**src/rtl/dpc_pkg.sv**
```systemverilog
package dpc_pkg;
  typedef enum logic [2:0] {
    ST_IDLE,
    ST_PRE,
    ST_ROW,
    ST_COL,
    ST_DONE,
    ST_REF
  } dpc_state_t;

  typedef enum logic [1:0] {
    AP_IDLE,
    AP_ROW,
    AP_REF
  } dpc_after_t;
endpackage

```
**src/rtl/dpc_refresh_timer.sv**
```systemverilog
module dpc_refresh_timer #(
  parameter int REF_INTERVAL = 1953,
  parameter int ROW_W        = 12
) (
  input  logic             clk,
  input  logic             rst_n,
  input  logic             ref_done,
  output logic             ref_pending,
  output logic [ROW_W-1:0] ref_row
);
  localparam int TW = $clog2(REF_INTERVAL + 1);

  logic [TW-1:0] tcnt;
  logic          tick;

  assign tick = (tcnt == TW'(REF_INTERVAL - 1));

  always_ff @(posedge clk) begin
    if (!rst_n) begin
      tcnt        <= '0;
      ref_pending <= 1'b0;
      ref_row     <= '0;
    end else begin
      tcnt <= tick ? '0 : tcnt + TW'(1);
      if (ref_done) begin
        ref_pending <= 1'b0;
        ref_row     <= ref_row + ROW_W'(1);
      end
      if (tick) ref_pending <= 1'b1;
    end
  end
endmodule

```
**src/rtl/dpc_page_tracker.sv**
```systemverilog
module dpc_page_tracker #(
  parameter int ROW_W = 12
) (
  input  logic             clk,
  input  logic             rst_n,
  input  logic             open_set,
  input  logic             open_clr,
  input  logic [ROW_W-1:0] set_row,
  input  logic [ROW_W-1:0] query_row,
  output logic             is_open,
  output logic             hit
);
  logic [ROW_W-1:0] open_row;

  always_ff @(posedge clk) begin
    if (!rst_n) begin
      is_open  <= 1'b0;
      open_row <= '0;
    end else if (open_clr) begin
      is_open <= 1'b0;
    end else if (open_set) begin
      is_open  <= 1'b1;
      open_row <= set_row;
    end
  end

  assign hit = is_open && (open_row == query_row);
endmodule

```
**src/rtl/dpc_seq.sv**
```systemverilog
module dpc_seq
  import dpc_pkg::*;
#(
  parameter int PRE_CYC = 1,
  parameter int RCD_CYC = 2,
  parameter int CAS_CYC = 2,
  parameter int REF_CYC = 4
) (
  input  logic       clk,
  input  logic       rst_n,
  input  logic       ref_pending,
  input  logic       req_valid,
  input  logic       row_hit,
  input  logic       row_open,
  output dpc_state_t state,
  output logic       step_last,
  output logic       req_ready
);
  localparam int M1   = (PRE_CYC > RCD_CYC) ? PRE_CYC : RCD_CYC;
  localparam int M2   = (CAS_CYC > REF_CYC) ? CAS_CYC : REF_CYC;
  localparam int MAXC = (M1 > M2) ? M1 : M2;
  localparam int CW   = $clog2(MAXC + 1);

  logic [CW-1:0] cnt;
  logic [CW-1:0] lim;
  dpc_state_t    nxt;
  dpc_after_t    after_pre, after_pre_nxt;

  always_comb begin
    case (state)
      ST_PRE:  lim = CW'(PRE_CYC);
      ST_ROW:  lim = CW'(RCD_CYC);
      ST_COL:  lim = CW'(CAS_CYC);
      ST_REF:  lim = CW'(REF_CYC);
      default: lim = CW'(1);
    endcase
  end

  assign step_last = (cnt == lim - CW'(1));
  assign req_ready = (state == ST_IDLE) && !ref_pending;

  always_comb begin
    nxt           = state;
    after_pre_nxt = after_pre;
    case (state)
      ST_IDLE: begin
        if (ref_pending) begin
          if (row_open) begin
            nxt           = ST_PRE;
            after_pre_nxt = AP_REF;
          end else begin
            nxt = ST_REF;
          end
        end else if (req_valid) begin
          if (row_hit) begin
            nxt = ST_COL;
          end else if (row_open) begin
            nxt           = ST_PRE;
            after_pre_nxt = AP_ROW;
          end else begin
            nxt = ST_ROW;
          end
        end
      end
      ST_PRE: begin
        if (step_last) begin
          case (after_pre)
            AP_ROW:  nxt = ST_ROW;
            AP_REF:  nxt = ST_REF;
            default: nxt = ST_IDLE;
          endcase
        end
      end
      ST_ROW:  if (step_last) nxt = ST_COL;
      ST_COL:  if (step_last) nxt = ST_DONE;
      ST_DONE: nxt = ST_IDLE;
      ST_REF: begin
        if (step_last) begin
          nxt           = ST_PRE;
          after_pre_nxt = AP_IDLE;
        end
      end
      default: nxt = ST_IDLE;
    endcase
  end

  always_ff @(posedge clk) begin
    if (!rst_n) begin
      state     <= ST_IDLE;
      after_pre <= AP_IDLE;
      cnt       <= '0;
    end else begin
      state     <= nxt;
      after_pre <= after_pre_nxt;
      cnt       <= (nxt != state) ? '0 : cnt + CW'(1);
    end
  end
endmodule

```
**src/rtl/dram_page_ctrl.sv**
```systemverilog
module dram_page_ctrl
  import dpc_pkg::*;
#(
  parameter int ADDR_W       = 21,
  parameter int COL_W        = 9,
  parameter int DATA_W       = 8,
  parameter int PRE_CYC      = 1,
  parameter int RCD_CYC      = 2,
  parameter int CAS_CYC      = 2,
  parameter int REF_CYC      = 4,
  parameter int REF_INTERVAL = 1953,
  localparam int ROW_W       = ADDR_W - COL_W,
  localparam int BUS_W       = (ROW_W > COL_W) ? ROW_W : COL_W
) (
  input  logic              clk,
  input  logic              rst_n,
  input  logic              req_valid,
  output logic              req_ready,
  input  logic [ADDR_W-1:0] req_addr,
  input  logic              req_we,
  input  logic [DATA_W-1:0] req_wdata,
  output logic              rsp_valid,
  output logic [DATA_W-1:0] rsp_rdata,
  output logic [BUS_W-1:0]  dram_addr,
  output logic              dram_ras_n,
  output logic              dram_cas_n,
  output logic              dram_we_n,
  output logic              dram_cs_n,
  output logic [DATA_W-1:0] dram_dq_out,
  output logic              dram_dq_oe,
  input  logic [DATA_W-1:0] dram_dq_in
);
  dpc_state_t        st;
  logic              step_last;
  logic              ref_pending;
  logic [ROW_W-1:0]  ref_row;
  logic              row_open, row_hit;
  logic [ROW_W-1:0]  cur_row;
  logic [COL_W-1:0]  cur_col;
  logic              cur_we;
  logic [DATA_W-1:0] cur_wdata;
  logic              accept;
  logic              ras_on, cas_on;

  assign accept = req_valid && req_ready;

  dpc_refresh_timer #(
    .REF_INTERVAL(REF_INTERVAL),
    .ROW_W       (ROW_W)
  ) u_timer (
    .clk        (clk),
    .rst_n      (rst_n),
    .ref_done   ((st == ST_REF) && step_last),
    .ref_pending(ref_pending),
    .ref_row    (ref_row)
  );

  dpc_page_tracker #(
    .ROW_W(ROW_W)
  ) u_page (
    .clk      (clk),
    .rst_n    (rst_n),
    .open_set (st == ST_ROW),
    .open_clr ((st == ST_PRE) || (st == ST_REF)),
    .set_row  (cur_row),
    .query_row(req_addr[ADDR_W-1:COL_W]),
    .is_open  (row_open),
    .hit      (row_hit)
  );

  dpc_seq #(
    .PRE_CYC(PRE_CYC),
    .RCD_CYC(RCD_CYC),
    .CAS_CYC(CAS_CYC),
    .REF_CYC(REF_CYC)
  ) u_seq (
    .clk        (clk),
    .rst_n      (rst_n),
    .ref_pending(ref_pending),
    .req_valid  (req_valid),
    .row_hit    (row_hit),
    .row_open   (row_open),
    .state      (st),
    .step_last  (step_last),
    .req_ready  (req_ready)
  );

  always_ff @(posedge clk) begin
    if (!rst_n) begin
      cur_row   <= '0;
      cur_col   <= '0;
      cur_we    <= 1'b0;
      cur_wdata <= '0;
      rsp_rdata <= '0;
    end else begin
      if (accept) begin
        cur_row   <= req_addr[ADDR_W-1:COL_W];
        cur_col   <= req_addr[COL_W-1:0];
        cur_we    <= req_we;
        cur_wdata <= req_wdata;
      end
      if ((st == ST_COL) && step_last && !cur_we) rsp_rdata <= dram_dq_in;
    end
  end

  always_comb begin
    case (st)
      ST_ROW, ST_COL, ST_DONE, ST_REF: ras_on = 1'b1;
      ST_IDLE:                         ras_on = row_open;
      default:                         ras_on = 1'b0;
    endcase
  end

  assign cas_on      = (st == ST_COL);
  assign dram_ras_n  = !ras_on;
  assign dram_cas_n  = !cas_on;
  assign dram_cs_n   = !(ras_on || cas_on);
  assign dram_we_n   = !(cas_on && cur_we);
  assign dram_dq_oe  = cas_on && cur_we;
  assign dram_dq_out = cur_wdata;
  assign rsp_valid   = (st == ST_DONE);

  always_comb begin
    case (st)
      ST_COL:  dram_addr = BUS_W'(cur_col);
      ST_REF:  dram_addr = BUS_W'(ref_row);
      default: dram_addr = BUS_W'(cur_row);
    endcase
  end
endmodule

```
**config.mk**
```make
export PLATFORM = sky130hd
export DESIGN_NAME = dram_page_ctrl
export DESIGN_NICKNAME = d
export VERILOG_FILES = /design/src/rtl/dpc_pkg.sv /design/src/rtl/dpc_refresh_timer.sv /design/src/rtl/dpc_page_tracker.sv /design/src/rtl/dpc_seq.sv /design/src/rtl/dram_page_ctrl.sv
export SDC_FILE = /design/constraint.sdc
export NUM_CORES = 1
export LEC_CHECK = 0
export BUFFER_PORTS_ARGS = -buffer_cell sky130_fd_sc_hd__buf_2
export CAP_MARGIN = 20
export CORE_MARGIN = 1.5
export CORE_UTILIZATION = 50
export CTS_BUF_LIST = sky130_fd_sc_hd__clkbuf_4 sky130_fd_sc_hd__clkbuf_8 sky130_fd_sc_hd__clkbuf_16
export CTS_CLUSTER_SIZE = 16
export DETAILED_ROUTE_END_ITERATION = 10
export PLACE_DENSITY_LB_ADDON = 0.3
export SYNTH_ARGS = -nofsm -noshare
export SYNTH_HDL_FRONTEND = slang
export SYNTH_HIERARCHICAL = 1
export SYNTH_SLANG_ARGS = --single-unit
```
**constraint.sdc**
```tcl
create_clock -name clk -period 3.1 [get_ports clk]
set_input_delay 0.465 -clock clk [delete_from_list [all_inputs] [get_ports clk]]
set_output_delay 0.465 -clock clk [all_outputs]
set_load 0.01 [all_outputs]
```
# Yosys cells after proc, flatten, opt, wreduce, memory -nomap -nowiden
# Cells that the tools add are included.
# word_totals
regBits	83
output_inout_bits	35
# op_classes
addsub	4
eq_ne	15
mux	23
n_bitwise	2
n_reduce_logical	25
# op_table
cell	count
$mux W3	8
$pmux W12 S2	1
$pmux W3 S5	1
$mux W2	7
$add A12 B1 Y12 const B	1
$eq A12 B12 Y1	1
$pmux W3 S2	2
$add A11 B1 Y11 const B	1
$eq A11 B11 Y1 const B	1
$reduce_or A2 Y1	4
$logic_and A1 B1 Y1	7
$eq A3 B2 Y1 const B	2
$eq A3 B3 Y1 const B	2
$logic_not A1 Y1	6
$ne A3 B3 Y1 const B	2
$reduce_and A5 Y1	1
$ne A2 B2 Y1 const B	2
$pmux W2 S2	1
$reduce_bool A2 Y1	2
$reduce_or A4 Y1	1
$add A3 B1 Y3 const B	1
$eq A3 B1 Y1 const B	1
$eq A3 B3 Y1	1
$logic_not A3 Y1	1
other kinds (9)	12

# Depth between registers and ports, before layout
# logic_depth
ltp_word	9
ltp_mapped	10
ltp_nobuf	7

# Hierarchy
# The synthesis kept the hierarchy.
# modules_own_cells
module	n_inst	cells_per_inst	area_per_inst_um2
dram_page_ctrl	1	225	1769.2
dpc_refresh_timer	1	122	1102.3
dpc_seq	1	82	694.4
dpc_page_tracker	1	73	614.3

# Least setup slack after synthesis
# OpenSTA, ideal clock, no wires.
# synth_timing
kind	register to register
from	reg u_seq.state[0]
to	reg u_timer.ref_row[11]
setup_time_ns	0.072
arrival_ns	2.288
required_ns	3.028
path_slack_ns	0.740
stages_incl_launch_ff	10
path_buffers	2
path_cell_list	dfxtp_1 nand2_1 or4_1 nand2_1 and3_1 buf_2 nand4_1 buf_2 nor4_1 mux2i_1
# synth_between
elab_chain_len	6
# synth_rtl
item	line	rtl
start, declared	dpc_seq.sv:15	output dpc_state_t state,
start signal, assigned	dpc_seq.sv:93	state <= nxt;
$eq A3 B2 Y1	dpc_seq.sv:30	case (state)
$reduce_or A2 Y1 (no source line)	-	
$pmux W3 S2 *	dpc_seq.sv:30	
$sub A3 B1 Y3 *	dpc_seq.sv:39	assign step_last = (cnt == lim - CW'(1));
$eq A3 B3 Y1 *	dpc_seq.sv:39	
named net step_last	dram_page_ctrl.sv:34	logic step_last;
$logic_and A1 B1 Y1 *	dram_page_ctrl.sv:53	.ref_done ((st == ST_REF) && step_last),
end signal, assigned	dpc_refresh_timer.sv:27	ref_row <= ref_row + ROW_W'(1);
end, declared	dpc_refresh_timer.sv:9	output logic [ROW_W-1:0] ref_row
# The timed path passes the listed nets; every way through them passes the cells marked *.
# A chain may end at the register's enable or synchronous reset.

# Worst setup path after layout
# layout_timing
from	reg u_seq.cnt[0]
to	reg u_timer.ref_row[7]
# layout_between
elab_chain_len	2
# layout_rtl
item	line	rtl
start, declared	dpc_seq.sv:24	logic [CW-1:0] cnt;
start signal, assigned	dpc_seq.sv:95	cnt <= (nxt != state) ? '0 : cnt + CW'(1);
$eq A3 B3 Y1	dpc_seq.sv:39	
named net step_last	dram_page_ctrl.sv:34	
$logic_and A1 B1 Y1	dram_page_ctrl.sv:53	
# The timed path passes the listed nets, and every way through them passes these cells.

==> metrics.txt <==
status=complete, no violations; slowest cell delay on critical path=620 ps; DR vias=3783; diode count=0; Worst-Skew Late Latency=360 ps; Post-synth ARST share=0%; CTS root buf=clkbuf_8; Post-CTS Setup Repair Bufs=0; setup slack, reg-to-reg=240 ps; reg2reg start=u_seq/cnt[0]; chip width=94.4 um; Setup Total Neg Slack=0 ps; hold_ws=351 ps; drt initial violations=253; Min-Delay Path Depth=3; fin cells=673; cts repair resizes=0; final slew viol count=0; Distinct cells, synth=57; max-cap violations=0; Clk pwr share=27.3%; clock sinks=83; Worst setup EP type=flop; clk buf depth=2; Comb pwr share=25.6%; crit path max fanout=13; Die Height=94.4 um; GRT overflow=0; drc violations=0; post-route cell area=4740 um^2; share of cells above drive strength 1=19.7%; IO buf count=75; pwr/cell area=557 nW/um^2; routed length per placed instance=14.4 um; Worst Path Required=3380 ps; crit path cell chain=nand2_1, or4_1, nand2_1, and3_1, nand4_1, or4_1, a21oi_1; Leak=1.78 nW; Reg2Reg Depth=7; # rows=33; Net Sw Frac=33.3%; number of synthesized register bits=83; area share of the largest cell type after synthesis=39.7%; Synth Net Count=547; Max VDD drop=0.393 mV; Final ANT Viol Nets=0; sequential-to-total area share from yosys stat=39.7%; num ports=76; period utilisation layout=92.4%; Clock transition at path regs=80 ps; setup violators final=0; Mean Syn Cell Area=8.33 um^2; cell area after synthesis=4180 um^2; Tot GR Track Use=22.6%; ranking of synthesized cells by area=dfxtp_1 40%, nand2_1 11%, a21boi_0 5.9%, xnor2_1 2.9%, a21oi_1 2.9%; Worst-Margin Slew=877 ps; Hold Path Class=input pin to flop; first-pass GRT wire length=15800 um; synthesis-to-finish area growth=13.3%; FMAX=349 MHz; R2R Path End=u_timer/ref_row[7]; post-placement cell area=4550 um^2; Routability Congestion=0.866; Layout Nets=608; Post-synth EDFFs=0; synth warn=6; hold endpoint=rsp_rdata[7]; Power Total=2.64 mW; post-route setup slack=236 ps; RSZ-0062 raised after global routing=no; Post-Synthesis Cells=502; Core Area=8180 um^2; top cell type by total area after synthesis=dfxtp_1; CTS tree=done; vias in the first global route=3369; Tmin final=2860 ps; H-tree depth=3; DR pass1 iterations=4; crit path DAT=3140 ps; Inst Count DP=657; Worst slew margin=41.3%; Psw=0.880 mW; final wirelength=9700 um; Layout Skew=11.1 ps; startpoint types=flop; Cell Int Power=1.76 mW; Post-Route Utilization=57.9%; Initial Util=51.1%; largest net degree at the start of global routing=57; hpwl dp=6880 um; die area=8920 um^2; Seq pwr share=47.1%; Hold Crit Start=dram_dq_in[7]; Top FF cell, synth=dfxtp_1; Final Hold Fails=0; CP max-delay cell=or4_1; pre-CTS setup slack=319 ps; CP Class=flop to flop; # hold bufs at CTS=0; initial antenna violation count=0; Via-to-Cell Ratio=5.62; CTS buffer count=9
==> cells in the mapped netlist, types with 5 or more instances <==
cell type  number
inv_1           9
buf_6           5
clkbuf_1       14
nor4_1          5
buf_2           8
o21ai_0        14
a22o_1          6
o31ai_1         5
nand3_1         9
or4_1           6
nand2_1       122
a21boi_1       11
xnor2_1        14
nand2b_1        8
a21boi_0       33
o22ai_1        19
xor2_1          8
nor3b_1         6
nand4_1        12
or3_1           8
a21oi_1        24
dfxtp_1        83
mux2i_1        10
nor2_1         14
==> metal layers <==
| layer | vias up | GRT usage, % | wire, um |
|---|---|---|---|
| met5 | - | 0 | 0 |
| met4 | 0 | 10.4 | 160 |
| li1 | 1892 | - | - |
| met2 | 148 | 33.7 | 4270 |
| met1 | 1730 | 31.6 | 4600 |
| met3 | 13 | 4.19 | 677 |
==> cells in the final DEF, fill, tap and decap left out, drive strengths merged, types with 5 or more instances in the layout <==
master,Yosys,layout
nor2,15,15
or4,7,7
a21boi,44,44
o22ai,19,19
clkbuf,14,12
nor3b,7,7
o21ai,14,14
nor4,7,7
dfxtp,83,83
inv,11,11
xor2,8,8
mux2i,10,10
a22o,6,6
nand3,9,9
buf,17,81
nand4,13,13
or3,8,8
nand2,123,123
o31ai,5,5
xnor2,14,14
nand2b,8,8
a21oi,26,26
==> cell families after synthesis <==
logic type / after synthesis / synth area share (%)
flip-flops: 83 / 39.7
adder cells (fa/ha/maj): 4 / 1.20
buffers and inverters: 42 / 5.27
AO/OA/AOI/OAI: 126 / 20.9
XOR/XNOR: 22 / 4.61
multiplexers: 10 / 2.39
AND/OR/NAND/NOR: 215 / 25.9
==> final cells by class <==
| class | instances | area, um^2 |
|---|---|---|
| clock buffers | 12 | 159 |
| clock inverters | 4 | 25.0 |
| fillers | 770 | 3440 |
| inverters | 11 | 41.3 |
| multi-input cells | 377 | 2300 |
| flip-flops and latches | 83 | 1660 |
| well taps | 105 | 131 |
| repair buffers | 81 | 420 |
==> registers in the layout, indices dropped and copies added, names as in the netlist, 2 cells and up <==
| name | count |
|---|---|
| cur_row | 12 |
| u_page/open_row | 12 |
| u_timer/ref_row | 12 |
| u_timer/tcnt | 11 |
| cur_col | 9 |
| dram_dq_out | 8 |
| rsp_rdata | 8 |
| u_seq/cnt | 3 |
| u_seq/state | 3 |
| u_seq/after_pre | 2 |
==> worst max-delay path by stage <==
stage / start / endpoint / slack [ps] / depth (start not counted)
after global routing: u_seq/cnt[0] / u_timer/ref_row[9] / 30 / 7
after global placement: u_seq/cnt[0] / u_timer/ref_row[7] / 430 / 7
after floorplan: u_seq/state[0] / u_timer/ref_row[11] / 740 / 9
after detailed placement: u_seq/cnt[0] / u_timer/ref_row[9] / 320 / 7
final: u_seq/cnt[0] / u_timer/ref_row[7] / 240 / 7
after CTS: u_seq/cnt[0] / u_timer/ref_row[9] / 290 / 7
==> power groups by stage <==
stage	registers (mW)	clock network [mW]	logic, mW
5_1_grt	1.26	0.775	0.753
2_1_floorplan	1.24	0	0.498
3_3_place_gp	1.26	0	0.656
4_1_cts	1.24	0.738	0.674
6_report	1.24	0.719	0.676
3_5_place_dp	1.27	0	0.672
==> critical path: cells and delay by family, from the launching register on <==
family             cells  cell delay, ps
AOI/OAI and AO/OA      1             150
DFF                    1             550
and+or+nand+nor        6            2100
(Power assumes the default switching activity.)
